`src/rtl/sup_pkg.sv`:
```
package sup_pkg;
  // comparator view of one main rail
  typedef struct packed {
    logic in_reg;
    logic over;
    logic under;
  } rail_flags_t;

  localparam int unsigned NUM_MAIN = 2;
endpackage

```
`src/rtl/en_sync.sv`:
```
module en_sync #(
  parameter int unsigned W      = 2,
  parameter int unsigned STAGES = 2
) (
  input  logic         clk,
  input  logic         rst_n,
  input  logic [W-1:0] d_i,
  output logic [W-1:0] q_o
);
  logic [STAGES-1:0][W-1:0] chain;

  always_ff @(posedge clk or negedge rst_n) begin
    if (!rst_n) begin
      chain <= '0;
    end else begin
      chain[0] <= d_i;
      for (int i = 1; i < STAGES; i++) chain[i] <= chain[i-1];
    end
  end

  assign q_o = chain[STAGES-1];
endmodule

```
`src/rtl/blank_timer.sv`:
```
module blank_timer #(
  parameter int unsigned CYCLES = 6144
) (
  input  logic clk,
  input  logic rst_n,
  input  logic run_i,
  output logic armed_o
);
  localparam int unsigned CW = $clog2(CYCLES + 1);
  localparam logic [CW-1:0] LIMIT = CW'(CYCLES);

  logic [CW-1:0] cnt;

  always_ff @(posedge clk or negedge rst_n) begin
    if (!rst_n)          cnt <= '0;
    else if (!run_i)     cnt <= '0;
    else if (cnt != LIMIT) cnt <= cnt + 1'b1;
  end

  assign armed_o = (cnt == LIMIT);

  AST_ARM_NEEDS_RUN: assert property (@(posedge clk) disable iff (!rst_n)
    $rose(armed_o) |-> $past(run_i));
endmodule

```
`src/rtl/pg_timer.sv`:
```
module pg_timer #(
  parameter int unsigned DELAY = 32000
) (
  input  logic clk,
  input  logic rst_n,
  input  logic good_i,
  output logic pwr_good_o
);
  localparam int unsigned CW = $clog2(DELAY + 1);
  localparam logic [CW-1:0] LIMIT = CW'(DELAY);

  logic [CW-1:0] cnt;

  always_ff @(posedge clk or negedge rst_n) begin
    if (!rst_n)            cnt <= '0;
    else if (!good_i)      cnt <= '0;
    else if (cnt != LIMIT) cnt <= cnt + 1'b1;
  end

  // combinational drop on loss of the condition
  assign pwr_good_o = good_i && (cnt == LIMIT);

  AST_PG_AFTER_GOOD: assert property (@(posedge clk) disable iff (!rst_n)
    pwr_good_o |-> $past(good_i));
endmodule

```
`src/rtl/fault_keeper.sv`:
```
module fault_keeper (
  input  logic clk,
  input  logic rst_n,
  input  logic en_a_s_i,
  input  logic en_b_s_i,
  input  logic set_ov_i,
  input  logic set_uv_i,
  output logic crowbar_o,
  output logic shutdown_o
);
  logic en_a_q, en_b_q;
  logic off_a, off_b, back_a, back_b;
  logic rise_a, rise_b, fall_a, fall_b;
  logic ready_a, ready_b, any_fault, release_all;

  assign rise_a = en_a_s_i & ~en_a_q;
  assign rise_b = en_b_s_i & ~en_b_q;
  assign fall_a = ~en_a_s_i & en_a_q;
  assign fall_b = ~en_b_s_i & en_b_q;

  assign any_fault   = crowbar_o | shutdown_o;
  assign ready_a     = back_a | (off_a & rise_a);
  assign ready_b     = back_b | (off_b & rise_b);
  assign release_all = any_fault & ready_a & ready_b;

  always_ff @(posedge clk or negedge rst_n) begin
    if (!rst_n) begin
      en_a_q <= 1'b0; en_b_q <= 1'b0;
      off_a  <= 1'b0; off_b  <= 1'b0;
      back_a <= 1'b0; back_b <= 1'b0;
      crowbar_o  <= 1'b0;
      shutdown_o <= 1'b0;
    end else begin
      en_a_q <= en_a_s_i;
      en_b_q <= en_b_s_i;
      if (release_all) begin
        off_a <= 1'b0; off_b <= 1'b0;
        back_a <= 1'b0; back_b <= 1'b0;
      end else begin
        if (any_fault && fall_a) off_a  <= 1'b1;
        if (any_fault && fall_b) off_b  <= 1'b1;
        if (off_a && rise_a)     back_a <= 1'b1;
        if (off_b && rise_b)     back_b <= 1'b1;
      end
      crowbar_o  <= set_ov_i | (crowbar_o  & ~release_all);
      shutdown_o <= set_uv_i | (shutdown_o & ~release_all);
    end
  end

  AST_OV_LATCHES: assert property (@(posedge clk) disable iff (!rst_n)
    set_ov_i |=> crowbar_o);
  AST_CLEAR_BOTH_ON: assert property (@(posedge clk) disable iff (!rst_n)
    ($fell(crowbar_o) || $fell(shutdown_o)) |-> $past(en_a_s_i && en_b_s_i));
endmodule

```
`src/rtl/pwr_supervisor.sv`:
```
module pwr_supervisor
  import sup_pkg::*;
#(
  parameter int unsigned PG_DELAY    = 32000,
  parameter int unsigned UV_BLANK    = 6144,
  parameter int unsigned SYNC_STAGES = 2
) (
  input  logic clk,
  input  logic rst_n,
  input  logic en_a_i,
  input  logic en_b_i,
  input  logic ref_ok_i,
  input  logic a_reg_i,
  input  logic a_ov_i,
  input  logic a_uv_i,
  input  logic b_reg_i,
  input  logic b_ov_i,
  input  logic b_uv_i,
  output logic osc_en_o,
  output logic rail_a_en_o,
  output logic rail_b_en_o,
  output logic rail_c_en_o,
  output logic crowbar_o,
  output logic shutdown_o,
  output logic pwr_good_o
);
  rail_flags_t [NUM_MAIN-1:0] flags;
  logic [NUM_MAIN-1:0] en_s, armed, uv_hit;
  logic set_ov, set_uv, latched, good;

  assign flags[0] = '{in_reg: a_reg_i, over: a_ov_i, under: a_uv_i};
  assign flags[1] = '{in_reg: b_reg_i, over: b_ov_i, under: b_uv_i};

  en_sync #(.W(NUM_MAIN), .STAGES(SYNC_STAGES)) u_sync (
    .clk(clk), .rst_n(rst_n), .d_i({en_b_i, en_a_i}), .q_o(en_s)
  );

  for (genvar r = 0; r < NUM_MAIN; r++) begin : g_rail
    blank_timer #(.CYCLES(UV_BLANK)) u_blank (
      .clk(clk), .rst_n(rst_n), .run_i(en_s[r] & ref_ok_i), .armed_o(armed[r])
    );
    assign uv_hit[r] = armed[r] & flags[r].under;
  end

  assign set_ov = flags[0].over | flags[1].over;
  assign set_uv = |uv_hit;

  fault_keeper u_fault (
    .clk(clk), .rst_n(rst_n),
    .en_a_s_i(en_s[0]), .en_b_s_i(en_s[1]),
    .set_ov_i(set_ov), .set_uv_i(set_uv),
    .crowbar_o(crowbar_o), .shutdown_o(shutdown_o)
  );

  assign latched     = crowbar_o | shutdown_o;
  assign osc_en_o    = ref_ok_i & (|en_s);
  assign rail_a_en_o = ref_ok_i & en_s[0] & ~latched;
  assign rail_b_en_o = ref_ok_i & en_s[1] & ~latched;
  assign rail_c_en_o = rail_b_en_o;

  assign good = flags[0].in_reg & flags[1].in_reg & (&en_s) & ~latched;

  pg_timer #(.DELAY(PG_DELAY)) u_pg (
    .clk(clk), .rst_n(rst_n), .good_i(good), .pwr_good_o(pwr_good_o)
  );

  AST_SYNC_TWO_EDGES: assert property (@(posedge clk) disable iff (!rst_n)
    $rose(en_s[0]) |-> $past(en_a_i, 2));
  AST_UV_ONLY_ARMED: assert property (@(posedge clk) disable iff (!rst_n)
    ($rose(shutdown_o) && !$past(set_ov)) |-> $past(|armed));
  AST_PG_LOW_ON_FAULT: assert property (@(posedge clk) disable iff (!rst_n)
    (crowbar_o || shutdown_o) |-> !pwr_good_o);
  AST_NO_SWITCH_NO_REF: assert property (@(posedge clk) disable iff (!rst_n)
    !ref_ok_i |-> !(osc_en_o || rail_a_en_o || rail_b_en_o || rail_c_en_o));
endmodule

```
`config.mk`:
```
export PLATFORM = sky130hd
export DESIGN_NAME = pwr_supervisor
export DESIGN_NICKNAME = d
export VERILOG_FILES = /design/src/rtl/sup_pkg.sv /design/src/rtl/en_sync.sv /design/src/rtl/blank_timer.sv /design/src/rtl/pg_timer.sv /design/src/rtl/fault_keeper.sv /design/src/rtl/pwr_supervisor.sv
export SDC_FILE = /design/constraint.sdc
export NUM_CORES = 1
export LEC_CHECK = 0
export ABC_AREA = 1
export BUFFER_PORTS_ARGS = -buffer_cell sky130_fd_sc_hd__buf_2
export CAP_MARGIN = 30
export CORE_MARGIN = 4
export CORE_UTILIZATION = 47
export CTS_BUF_LIST = sky130_fd_sc_hd__clkbuf_16
export CTS_CLUSTER_DIAMETER = 100
export DETAILED_ROUTE_END_ITERATION = 10
export SYNTH_ARGS = -nofsm -noshare
export SYNTH_HDL_FRONTEND = slang
export SYNTH_SLANG_ARGS = --single-unit
```
`constraint.sdc`:
```
create_clock -name clk -period 1.33 [get_ports clk]
set_input_delay 0.266 -clock clk [delete_from_list [all_inputs] [get_ports clk]]
set_output_delay 0.266 -clock clk [all_outputs]
set_load 0.005 [all_outputs]
```
==> impl_metrics.json <==
{
  "outcome": "complete, but fails checks",
  "violations": "negative setup slack",
  "final_max_slew_viol_count": 0,
  "globalplace.congestion": 0.812,
  "post-route-min-period_ns": 1.65,
  "pin_count": 18,
  "setup_repair_after_global_routing_missed_its_margin": "true",
  "die_w_um": 86.8,
  "timing.critical_path.to_type": "output port",
  "cts_root_buffer": "clkbuf_16",
  "yosysSeqAreaShare": 0.455,
  "syn-instance-count": 384,
  "floorplan.core_area_sq_mm": 0.00596,
  "synthToLayoutAreaGrowth_pct": 36.1,
  "whs_path_depth": 1,
  "synth_compound_gate_area_share": 0.0738,
  "final_common_cell": "nand2_1",
  "mostFrequentLayoutCells": "nand2_1 (67), buf_4 (55), inv_1 (49), dfrtp_1 (49), nor2_1 (48)",
  "tritoncts_num_sinks": 53,
  "timing.setup.tns_ns": -0.997,
  "design.final.nets": 483,
  "vias": 2697,
  "ys_dominant_reg_cell": "dfrtp_1",
  "synth_adder_area_share": 0.0258,
  "cts-buffers-inserted": 5,
  "ys_seq_elements": 53,
  "grt_first_pass_wirelength_mm": 11.6,
  "tritoncts": "built",
  "detail_route.iter0.violations": 102,
  "port_buffers": 17,
  "setup.worst_path.start_class": "flip-flop",
  "critPathArrivalTime_ns": 1.38,
  "synth_xor_xnor_area_share": 0.0120,
  "main_combinational_cell_family_by_area_after_synthesis": "simple AND/OR/NAND/NOR gates",
  "final.period_utilization": 1.24,
  "critPathMaxFanout": 2,
  "irDropWorstVdd_v": 0.000628,
  "fin_worst_skew_ns": 0.00458,
  "yosys.area.top_type": "dfrtp_1",
  "max-cap-violations": 0,
  "post_drt_via_cell_ratio": 4.98,
  "synth_simple_gate_area_frac": 0.348,
  "share_of_async_settable_or_async_resettable_flops_after_synthesis": 1.00,
  "finalSetupViolations": 9,
  "syn_area_sq_mm": 0.00292,
  "die_area_sq_mm": 0.00753,
  "final_cell_area_sq_mm": 0.00397,
  "antennaDiodeCount": 0,
  "clk_pin_slew_ns": 0.07,
  "postLayoutSetupSlackWorst_ns": -0.320,
  "hold_path_end": "u_sync.chain[1]$_DFF_PN0_",
  "r2r.worst_path.cells": 12,
  "maxClockFrequency_mhz": 606,
  "drt-wirelength-per-cell_um": 13.1,
  "synthDominantCellAreaShare": 0.455,
  "gr-total-overflow": 0,
  "power.static_leakage_uw": 0.00187,
  "rr_startpoint": "u_pg.cnt[8]$_DFFE_PN0N_",
  "max-clock-path-buffers": 2,
  "final_layout_size_suffix_gt1_frac": 0.336,
  "finalWirelength_mm": 7.08,
  "die_height_um": 86.8,
  "route.detailed.drc": 0,
  "first_global_vias": 2626,
  "worst-slew-pin-transition_ns": 0.372,
  "regToRegSetupSlack_ns": -0.12,
  "netlist-cell-type-count": 26,
  "syn_avg_cell_area_sq_um": 7.59,
  "rows": 28,
  "muxShareOfSynthArea": 0,
  "detailedPlacementHpwl_mm": 4.67,
  "globalRouteTotalUtil": 0.193,
  "dr.pass1.iters": 4,
  "grt_antenna_before_repair": 0,
  "timing.max_slew.rel_slack": 0.752,
  "report.final.hold_viol_count": 0,
  "place_area_sq_mm": 0.00331,
  "floorplan.initialDensity": 0.489,
  "syn-num-nets": 401,
  "ctsHtreeMaxLevel": 2,
  "synth_edf_count": 0,
  "min_from": "en_b_i",
  "detail-route-antenna-nets": 0,
  "critical_path_class": "flip-flop to output port",
  "hold_path.class": "primary input to flip-flop",
  "clock_latency_at_the_later_pin_of_the_worst_skew_pair_ns": 0.29,
  "cellPowerDensity_mw_per_mm2": 890,
  "grt_max_degree": 27,
  "critPathRequiredTime_ns": 1.06,
  "r2r-end": "u_pg.cnt[2]$_DFFE_PN0N_",
  "syn_warnings": 0,
  "synth_area_leaders": "dfrtp_1 (45%), nand2_1 (10%), nor2_1 (7.7%)"
}
cell type report:
class / count / area (sq um)
tap: 75 / 93.8
clock inverter: 3 / 37.5
sequential: 53 / 1330
clock buffer: 5 / 125
inverter: 61 / 236
fill: 517 / 1990
timing repair buffer: 78 / 582
multi-input combinational: 267 / 1560
through the flow:
step / utilization / std cells / hold slack, ns / total power, uW / setup slack, ns
floorplan: - / 384 / -0.0296 / 1930 / 0.0525
global placement: 0.556 / 501 / 0.201 / 2050 / 0.0160
detailed placement: 0.556 / 501 / 0.207 / 2060 / -0.0132
CTS: 0.620 / 532 / 0.0730 / 3520 / -0.254
global route: 0.666 / 542 / 0.0732 / 3670 / -0.387
finish: 0.666 / 542 / 0.0802 / 3530 / -0.320
critical path, cell delays in order, from the launching register on:
cell	delay (ns)
dfrtp_1	0.39
inv_2	0.09
ha_4	0.15
nand2_4	0.05
nor2_4	0.13
nand2_2	0.09
nor2_1	0.08
buf_2	0.11
how the worst max path moves through the flow:
stage | startpoint | to | slack (ns) | cells past startpoint
4_1_cts | u_pg.cnt[7]$_DFFE_PN0N_ | pwr_good_o | -0.25 | 6
3_3_place_gp | g_rail[0].u_blank.cnt[0]$_DFFE_PN0P_ | g_rail[0].u_blank.cnt[1]$_DFFE_PN0P_ | 0.02 | 8
5_1_grt | u_pg.cnt[0]$_DFFE_PN0N_ | pwr_good_o | -0.39 | 7
3_5_place_dp | u_pg.cnt[0]$_DFFE_PN0N_ | pwr_good_o | -0.01 | 7
2_1_floorplan | u_pg.cnt[0]$_DFFE_PN0N_ | pwr_good_o | 0.05 | 6
6_report | u_pg.cnt[0]$_DFFE_PN0N_ | pwr_good_o | -0.32 | 7
per-layer routing:
layer	global-route usage	up-vias	wire length [um]
met3	0.0285	6	179
met4	0.0722	0	78
li1	-	1391	-
met1	0.256	1265	3310
met5	0	-	0
met2	0.318	35	3510
logic make-up (layout without fill, tap and decap cells):
| group | Yosys count | in the layout |
|---|---|---|
| AOI/OAI and AO/OA | 42 | 42 |
| xor gates and xnor gates | 4 | 4 |
| adders and majority gates | 6 | 6 |
| buffers and inverters | 64 | 147 |
| DFF | 53 | 53 |
| and+or+nand+nor | 215 | 215 |
state kept, by name (all words and copies together) (netlist names):
name and flops:
g_rail.u_blank.cnt 26, u_fault.back_a 1, u_fault.back_b 1, u_fault.crowbar_o 1
u_fault.en_a_q 1, u_fault.en_b_q 1, u_fault.off_a 1, u_fault.off_b 1
u_fault.shutdown_o 1, u_pg.cnt 15, u_sync.chain 2, u_sync.q_o 2
power by group:
part	switching [uW]	total (uW)	leakage [uW]	internal, uW
registers	41.9	1730	0.000706	1690
clock network	567	1440	0.0000826	876
logic	216	356	0.00108	141
total	825	3530	0.00187	2700
synth_stat cells, types with 5 or more instances:
master    n
nand2_1  80
nor2_1   60
inv_1    56
dfrtp_1  53
nand3_1  29
a21oi_1  21
nand4_1  12
nor3_1   12
o21ai_1  10
o21ai_0   8
ha_1      6
nand3_2   6
inv_2     5
repair_timing:
action	CTS	global route
setup endpoints to repair	10	29
cloned	0	0
hold endpoints to repair	13	0
hold buffers	1	0
setup buffers	22	14
resized for setup	14	57
pin swaps	10	27
No activity file was read; power rests on OpenSTA's default activity.
